## src/rtl/vload_pkg.sv

```systemverilog
package vload_pkg;

    typedef enum logic [1:0] {
        ESZ_W32  = 2'b00,
        ESZ_W64  = 2'b01,
        ESZ_W128 = 2'b10,
        ESZ_RSVD = 2'b11
    } esz_e;

    typedef enum logic [2:0] {
        ST_IDLE,
        ST_CHECK,
        ST_WALK,
        ST_WAIT,
        ST_COMMIT
    } state_e;

    localparam logic [4:0] SP_INDEX = 5'd31;

    // Captured request
    typedef struct packed {
        logic [63:0] base;
        logic        on_sp;
        logic [3:0]  imm;
        esz_e        esz;
        logic        strm;
        logic        full_en;
    } op_t;

    // log2(esize/32)
    function automatic logic [1:0] esz_shift(esz_e e);
        case (e)
            ESZ_W64:  return 2'd1;
            ESZ_W128: return 2'd2;
            default:  return 2'd0;
        endcase
    endfunction

    function automatic logic [63:0] sext_imm(logic [3:0] v);
        return {{60{v[3]}}, v};
    endfunction

    function automatic logic illegal_combo(esz_e e, logic strm, logic fen);
        return (e == ESZ_RSVD) || ((e == ESZ_W128) && strm && !fen);
    endfunction

endpackage

```

## src/rtl/vload_addr_gen.sv

```systemverilog
module vload_addr_gen
    import vload_pkg::*;
#(
    parameter int VL = 256
) (
    input  logic [63:0] base,
    input  logic [3:0]  imm,
    input  esz_e        esz,
    output logic [63:0] start_addr,
    output logic        base_misaligned
);
    localparam int VB_LOG2 = $clog2(VL / 8);

    logic [6:0]  shamt;
    logic [63:0] offset;

    // bytes per vector footprint = VL/8 >> log2(esize/32)
    assign shamt           = 7'(VB_LOG2) - {5'd0, esz_shift(esz)};
    assign offset          = sext_imm(imm) << shamt;
    assign start_addr      = base + offset;
    assign base_misaligned = |base[3:0];

endmodule

```

## src/rtl/vload_pred_decode.sv

```systemverilog
module vload_pred_decode
    import vload_pkg::*;
#(
    parameter int VL = 256
) (
    input  logic [VL/8-1:0]  pred,
    input  esz_e             esz,
    output logic [VL/32-1:0] act,
    output logic             any_act
);
    localparam int NE = VL / 32;

    logic [NE-1:0] act32, act64, act128;

    for (genvar e = 0; e < NE; e++) begin : g_elem
        assign act32[e] = pred[e*4];
        if (e < NE / 2) begin : g_w64
            assign act64[e] = pred[e*8];
        end else begin : g_n64
            assign act64[e] = 1'b0;
        end
        if (e < NE / 4) begin : g_w128
            assign act128[e] = pred[e*16];
        end else begin : g_n128
            assign act128[e] = 1'b0;
        end
    end

    always_comb begin
        case (esz)
            ESZ_W32:  act = act32;
            ESZ_W64:  act = act64;
            ESZ_W128: act = act128;
            default:  act = '0;
        endcase
    end

    assign any_act = |act;

    logic pred_unused;
    assign pred_unused = ^pred;

endmodule

```

## src/rtl/vload_lane_merge.sv

```systemverilog
module vload_lane_merge
    import vload_pkg::*;
#(
    parameter int VL = 256
) (
    input  logic                       clk,
    input  logic                       rst,
    input  logic                       clr,
    input  logic                       wr_en,
    input  logic [$clog2(VL/32)-1:0]   idx,
    input  esz_e                       esz,
    input  logic [31:0]                wdata,
    output logic [VL-1:0]              acc
);
    localparam int NW = VL / 32;
    localparam int IW = $clog2(NW);

    logic [1:0] sh;
    assign sh = esz_shift(esz);

    for (genvar w = 0; w < NW; w++) begin : g_word
        logic [31:0]   word_q;
        logic [IW-1:0] owner;
        logic          lowest;

        assign owner  = IW'(w) >> sh;
        assign lowest = ((IW'(w) & ((IW'(1) << sh) - IW'(1))) == '0);

        always_ff @(posedge clk) begin
            if (rst || clr) begin
                word_q <= '0;
            end else if (wr_en && (owner == idx)) begin
                word_q <= lowest ? wdata : 32'd0;
            end
        end

        assign acc[w*32 +: 32] = word_q;
    end

endmodule

```

## src/rtl/vload_seq.sv

```systemverilog
module vload_seq
    import vload_pkg::*;
#(
    parameter int       VL          = 256,
    parameter bit       CHK_SP_IDLE = 1'b1
) (
    input  logic             clk,
    input  logic             rst,
    input  logic             start,
    input  logic [63:0]      base_addr,
    input  logic [4:0]       base_idx,
    input  logic [3:0]       imm,
    input  logic [VL/8-1:0]  pred,
    input  logic [1:0]       esz_sel,
    input  logic             streaming,
    input  logic             full_feat_en,
    output logic             rd_valid,
    output logic [63:0]      rd_addr,
    input  logic             rd_ready,
    input  logic             rsp_valid,
    input  logic [31:0]      rsp_data,
    output logic             busy,
    output logic             done,
    output logic             align_fault,
    output logic             illegal_op,
    output logic [VL-1:0]    vec_out
);
    localparam int NE = VL / 32;
    localparam int PW = VL / 8;
    localparam int IW = $clog2(NE);
    localparam logic [IW:0] NE_W = (IW+1)'(NE);

    state_e          st_q;
    op_t             op_q;
    logic [PW-1:0]   pred_q;
    logic [IW-1:0]   idx_q;
    logic [63:0]     addr_q;
    logic [VL-1:0]   vec_q;
    logic            done_q, fault_q, ill_q;

    logic [63:0]     start_addr;
    logic            base_mis;
    logic [NE-1:0]   act;
    logic            any_act;
    logic            cur_active;
    logic [IW:0]     n_elem;
    logic            last;
    logic            is_illegal, is_fault;
    logic            wr_en, advance, accept;
    logic [31:0]     wdata;
    logic [VL-1:0]   acc;

    vload_addr_gen #(.VL(VL)) u_addr (
        .base            (op_q.base),
        .imm             (op_q.imm),
        .esz             (op_q.esz),
        .start_addr      (start_addr),
        .base_misaligned (base_mis)
    );

    vload_pred_decode #(.VL(VL)) u_pred (
        .pred    (pred_q),
        .esz     (op_q.esz),
        .act     (act),
        .any_act (any_act)
    );

    assign accept     = (st_q == ST_IDLE) && start;
    assign cur_active = act[idx_q];
    assign n_elem     = NE_W >> esz_shift(op_q.esz);
    assign last       = ({1'b0, idx_q} == (n_elem - 1'b1));
    assign is_illegal = illegal_combo(op_q.esz, op_q.strm, op_q.full_en);
    assign is_fault   = op_q.on_sp && base_mis && (any_act || CHK_SP_IDLE);

    // One element retires either by skipping or by a returned word
    assign wr_en   = ((st_q == ST_WALK) && !cur_active) ||
                     ((st_q == ST_WAIT) && rsp_valid);
    assign advance = wr_en;
    assign wdata   = (st_q == ST_WAIT) ? rsp_data : 32'd0;

    vload_lane_merge #(.VL(VL)) u_merge (
        .clk   (clk),
        .rst   (rst),
        .clr   (accept),
        .wr_en (wr_en),
        .idx   (idx_q),
        .esz   (op_q.esz),
        .wdata (wdata),
        .acc   (acc)
    );

    always_ff @(posedge clk) begin
        if (rst) begin
            st_q    <= ST_IDLE;
            op_q    <= '0;
            pred_q  <= '0;
            idx_q   <= '0;
            addr_q  <= '0;
            vec_q   <= '0;
            done_q  <= 1'b0;
            fault_q <= 1'b0;
            ill_q   <= 1'b0;
        end else begin
            done_q  <= 1'b0;
            fault_q <= 1'b0;
            ill_q   <= 1'b0;
            case (st_q)
                ST_IDLE: begin
                    if (start) begin
                        op_q.base    <= base_addr;
                        op_q.on_sp   <= (base_idx == SP_INDEX);
                        op_q.imm     <= imm;
                        op_q.esz     <= esz_e'(esz_sel);
                        op_q.strm    <= streaming;
                        op_q.full_en <= full_feat_en;
                        pred_q       <= pred;
                        st_q         <= ST_CHECK;
                    end
                end
                ST_CHECK: begin
                    if (is_illegal) begin
                        ill_q  <= 1'b1;
                        done_q <= 1'b1;
                        st_q   <= ST_IDLE;
                    end else if (is_fault) begin
                        fault_q <= 1'b1;
                        done_q  <= 1'b1;
                        st_q    <= ST_IDLE;
                    end else begin
                        addr_q <= start_addr;
                        idx_q  <= '0;
                        st_q   <= ST_WALK;
                    end
                end
                ST_WALK: begin
                    if (cur_active && rd_ready) begin
                        st_q <= ST_WAIT;
                    end
                end
                ST_WAIT: ;
                ST_COMMIT: begin
                    vec_q  <= acc;
                    done_q <= 1'b1;
                    st_q   <= ST_IDLE;
                end
                default: st_q <= ST_IDLE;
            endcase
            if (advance) begin
                addr_q <= addr_q + 64'd4;
                idx_q  <= idx_q + 1'b1;
                st_q   <= last ? ST_COMMIT : ST_WALK;
            end
        end
    end

    assign rd_valid    = (st_q == ST_WALK) && cur_active;
    assign rd_addr     = addr_q;
    assign busy        = (st_q != ST_IDLE);
    assign done        = done_q;
    assign align_fault = fault_q;
    assign illegal_op  = ill_q;
    assign vec_out     = vec_q;

endmodule

```

## config.mk

```make
export PLATFORM = sky130hd
export DESIGN_NAME = vload_seq
export DESIGN_NICKNAME = d
export VERILOG_FILES = /design/src/rtl/vload_pkg.sv /design/src/rtl/vload_addr_gen.sv /design/src/rtl/vload_pred_decode.sv /design/src/rtl/vload_lane_merge.sv /design/src/rtl/vload_seq.sv
export SDC_FILE = /design/constraint.sdc
export NUM_CORES = 2
export LEC_CHECK = 0
export BUFFER_PORTS_ARGS = -buffer_cell sky130_fd_sc_hd__buf_2
export CAP_MARGIN = 20
export CORE_ASPECT_RATIO = 1.1
export CORE_MARGIN = 2
export CORE_UTILIZATION = 35
export CTS_BUF_LIST = sky130_fd_sc_hd__clkbuf_8 sky130_fd_sc_hd__clkbuf_16
export DETAILED_ROUTE_END_ITERATION = 6
export MAX_ROUTING_LAYER = met4
export PLACE_DENSITY_LB_ADDON = 0.1
export RECOVER_POWER = 50
export SYNTH_ARGS = -nofsm -noshare
export SYNTH_HDL_FRONTEND = slang
export SYNTH_HIERARCHICAL = 1
export SYNTH_SLANG_ARGS = --single-unit
```

## constraint.sdc

```tcl
create_clock -name clk -period 7.15 [get_ports clk]
set_clock_uncertainty 0.05 [all_clocks]
set_input_delay 0.715 -clock clk [delete_from_list [all_inputs] [get_ports clk]]
set_output_delay 0.715 -clock clk [all_outputs]
set_load 0.02 [all_outputs]
```

# Word level (Yosys, flattened, before mapping)
# Index checks and enable logic that the tools add are counted.
# totals
input_bits,146
reg_bits,687
output_inout_bits,325
wordCells,132
# classes
magnitude_cmp,1
eq_ne,22
n_reduce_logical,38
bitwise,1
shifts,11
n_mux,31
addsub,6
# op_table
operator,count
32-bit 2-to-1 mux,8
64-bit 2-to-1 mux,4
64-bit by 3-bit adder with 64-bit output (second input constant),1
64-bit adder,1
64-bit by 7-bit left shift with 64-bit output,1
3-bit equality test,8
3-bit logical NOT,8
3-bit 2-to-1 mux,8
8-bit one-hot mux with 3 select lines,1
1-bit logical AND,16
3-bit one-hot mux with 4 select lines,1
3-bit by 2-bit right shift with 3-bit output (first input constant),4
3-bit by 2-bit equality test with 1-bit output (second input constant),2
2-bit by 1-bit != test with 1-bit output (second input constant),3
3-bit AND reduction,2
1-bit by 2-bit right shift with 3-bit output (first input constant),2
2-bit by 2-bit right shift with 3-bit output (first input constant),2
5-bit equality test (second input constant),1
2-bit equality test (second input constant),2
3-bit by 4-bit equality test with 1-bit output,1
3-bit by 4-bit less-than comparator with 1-bit output (second input constant),1
1-bit 2-to-1 mux,4
2-bit 2-to-1 mux,2
2-bit one-hot mux with 2 select lines,1
other kinds (23),26

# Logic depth before layout (Yosys ltp)
# logic_depth
word_depth,9
mapped_depth,20
mapped_depth_nobuf,19

# Modules after synthesis
# The synthesis kept the hierarchy.
# modules_own_cells
mod,seq_area_each_um2,area_each_um2,cells_each,n_inst
vload_seq,8688.3,16843.7,2163,1
vload_lane_merge,5124.9,9942.0,1049,1
vload_addr_gen,0.0,3819.9,552,1
vload_pred_decode,0.0,152.6,23,1

# Least setup slack after synthesis
# OpenSTA, ideal clock, no wires.
# synth_path
kind,register to register
start,register op_q[7] (netlist name)
end,"register addr_q[63], in the netlist rd_addr[63]"
setup_ps,70
arrival_time_ps,4268
path_buffers,0
path_slack_ps,2761
path_stages_with_launch,17
period_less_slack_ps,4389
required_time_ps,7030
path_cell_list,dfxtp_1 o21ai_0 a21oi_1 ha_1 o21a_1 nor2_1 and4bb_4 o31ai_4 a221o_1 a21boi_1 a41o_1 nand4_1 nand2_1 xnor2_1 nand2_1 a2111o_1 a21oi_1
# synth_via
elab_chain_cells,6
# synth_rtl
item,line,source
64-bit by 7-bit left shift with 64-bit output,vload_addr_gen.sv:19,assign offset = sext_imm(imm) << shamt;
64-bit adder,vload_addr_gen.sv:20,assign start_addr = base + offset;
net start_addr[63],vload_seq.sv:41,logic [63:0] start_addr;
64-bit 2-to-1 mux,vload_seq.sv:125,end else if (is_fault) begin
64-bit 2-to-1 mux,vload_seq.sv:121,if (is_illegal) begin
64-bit 2-to-1 mux,vload_seq.sv:107,case (st_q)
64-bit 2-to-1 mux,vload_seq.sv:148,if (advance) begin
"end signal, assigned",vload_seq.sv:130,addr_q <= start_addr;
"end signal, assigned",vload_seq.sv:149,addr_q <= addr_q + 64'd4;
"end, declared",vload_seq.sv:37,logic [63:0] addr_q;
# The timed path passes the listed nets, and every way through them passes these cells. The select of a mux whose other input is x is not followed.
# A chain may end at the register's enable or synchronous reset.

# Final worst setup path
# layout_path
start,register st_q[1]
end,"register vec_q[117], in the netlist vec_out[117]"
# layout_via
elab_chain_cells,1
# layout_rtl
item,line,source
"start, declared",vload_seq.sv:33,state_e st_q;
"start signal, assigned",vload_seq.sv:151,st_q <= last ? ST_COMMIT : ST_WALK;
3-bit equality test,vload_seq.sv:107,
"end signal, assigned",vload_seq.sv:99,vec_q <= '0;
"end signal, assigned",vload_seq.sv:142,vec_q <= acc;
"end, declared",vload_seq.sv:38,logic [VL-1:0] vec_q;
# No other way between the ends.

==> flow_summary.json <==
{
  "status": "finished, violations left",
  "violations": "capacitance limit, slew limit",
  "grt_pass1_vias": 25800,
  "reg2reg_from": "st_q[1]$_SDFFE_PP0P_",
  "worstMarginPinSlew_ns": 4.33,
  "final_cell_mix": "1084 x nand2_1, 664 x dfxtp_1, 495 x a21oi_1, 325 x clkbuf_1, 199 x mux2i_1",
  "critical_path_arrival_ns": 6.05,
  "grt_usage_pct": 24.5,
  "worstSetupPathType": "reg2reg",
  "dpl-instance-area_sq_um": 32900,
  "floorplan.rows": 112,
  "drt_iter0_drc": 1849,
  "clk-insertion-delay-late_ns": 0.64,
  "cts_buffer_depth": 3,
  "fmax_mhz": 178,
  "rrSetupSlack_ns": 1.54,
  "n_fill_cell": 9042,
  "hold_class": "in2reg",
  "design_area_sq_um": 34900,
  "vias": 27000,
  "antenna_found_initial": 4,
  "setup_viol": 0,
  "grt_start_max_net_pins": 174,
  "grt.overflow.total": 0,
  "drive_above_1_share_pct": 8.01,
  "initial_core_util_pct": 35.3,
  "ctsHoldBuffers": 0,
  "power_leakage_nw": 13.1,
  "endpoint": "vec_out[117]$_SDFFE_PP0P_",
  "crit_path_end_kind": "flip-flop",
  "cts.repair.resized": 0,
  "yosysWarnings": 6,
  "wl_um": 108000,
  "cts_tree": "done",
  "min_period_ns": 5.61,
  "die_width_um": 283,
  "cts_buffers": 74,
  "grt_pass1_wl_um": 161000,
  "syn_area_sq_um": 29900,
  "finalCritPeriodShare_pct": 78.5,
  "cp.required_ns": 7.59,
  "die_h_um": 311,
  "multi_input_area_sq_um": 15400,
  "drc_errors": 0,
  "drv_slew": 544,
  "start_kind": "flip-flop",
  "power_density_nw_per_um2": 245,
  "final_common_cell": "nand2_1",
  "nets": 4183,
  "numPortBuffers": 446,
  "core_area_sq_um": 84800,
  "avgSynthCellArea_sq_um": 8.13,
  "seq_area_sq_um": 13300,
  "cts-root-buf": "clkbuf_16",
  "antenna_left": 0,
  "cts_setup_buffers": 0,
  "ios": 471,
  "fin_tns_setup_ns": 0,
  "clkTransAtPathRegs_ns": 0.07,
  "vdd_drop_max_mv": 0.171,
  "hold_violations": 0,
  "postSynthCellCount": 3684,
  "gp_congestion": 0.886,
  "maxCapViolCount": 6,
  "vias_per_cell": 5.23,
  "r2r_end": "vec_out[117]$_SDFFE_PP0P_",
  "area_growth_pct": 16.5,
  "crit_fanout": 73,
  "rsz0062_at_grt": "no",
  "worstHoldPathCells": 3,
  "firstDrtPassIters": 5,
  "wl_per_cell_um": 20.9,
  "dieArea_sq_um": 87900,
  "slew_headroom_pct": -188,
  "dp_hpwl_um": 73400,
  "startpoint": "st_q[1]$_SDFFE_PP0P_",
  "rr_worst_depth": 5,
  "cts_sinks": 666,
  "h-tree-depth": 3
}
-- state kept, by name, indices dropped and copies added, names as in the netlist --
| signal | cells |
|---|---|
| rd_addr | 64 |
| op_q | 73 |
| illegal_op | 1 |
| vec_out | 256 |
| idx_q | 3 |
| align_fault | 1 |
| done | 1 |
| pred_q | 8 |
| u_merge/g_word.word_q | 256 |
| st_q | 3 |
-- how the worst min path moves through the flow --
stage	startpoint	end
CTS	base_addr[18]	op_q[27]$_SDFFE_PP0P_
global placement	u_merge/g_word[5].word_q[11]$_SDFFE_PP0P_	vec_out[171]$_SDFFE_PP0P_
detailed placement	u_merge/g_word[1].word_q[15]$_SDFFE_PP0P_	vec_out[47]$_SDFFE_PP0P_
finish	base_addr[18]	op_q[27]$_SDFFE_PP0P_
global route	base_addr[45]	op_q[54]$_SDFFE_PP0P_
floorplan	u_merge/g_word[1].word_q[0]$_SDFFE_PP0P_	vec_out[32]$_SDFFE_PP0P_
-- routing by layer --
layer | track usage, % | routed length (um)
met5 | - | 0
met4 | 9.20 | 3720
met3 | 3.60 | 5890
met2 | 39.8 | 51400
met1 | 30.6 | 46900
-- report_power, final --
part           internal [mW]  switching, mW  total (mW)
logic                  0.242          0.573       0.815
clock network           2.23           1.63        3.86
registers               3.77         0.0907        3.87
-- layout make-up --
class / instances / area share [%]
clock buffer: 88 / 5.86
tap: 1140 / 4.09
inverter: 30 / 0.323
multi-input combinational: 2710 / 44.2
antenna: 3 / 0.0215
clock inverter: 41 / 1.13
sequential: 666 / 38.2
timing repair buffer: 483 / 6.15
-- worst max-delay path, stage by stage, from the launching register on --
cell	delay, ns
dfxtp_1	0.41
nor2_1	0.25
and2_0	1.40
clkbuf_1	2.60
nand2_1	0.44
a21oi_1	0.26
-- stage by stage --
stage | instances | utilization (%) | hold slack (ns) | power, mW | setup slack [ns]
2_1_floorplan | 3687 | - | 0.378 | 4.47 | 2.76
3_3_place_gp | 5028 | 38.7 | 0.389 | 4.78 | 2.31
3_5_place_dp | 5028 | 38.7 | 0.393 | 4.77 | 2.35
4_1_cts | 5157 | 41.6 | 0.226 | 8.64 | 2.29
5_1_grt | 5161 | 41.1 | 0.244 | 8.86 | 1.08
6_report | 5161 | 41.1 | 0.261 | 8.54 | 1.54
Note: power is estimated with default switching activity, not from simulation.
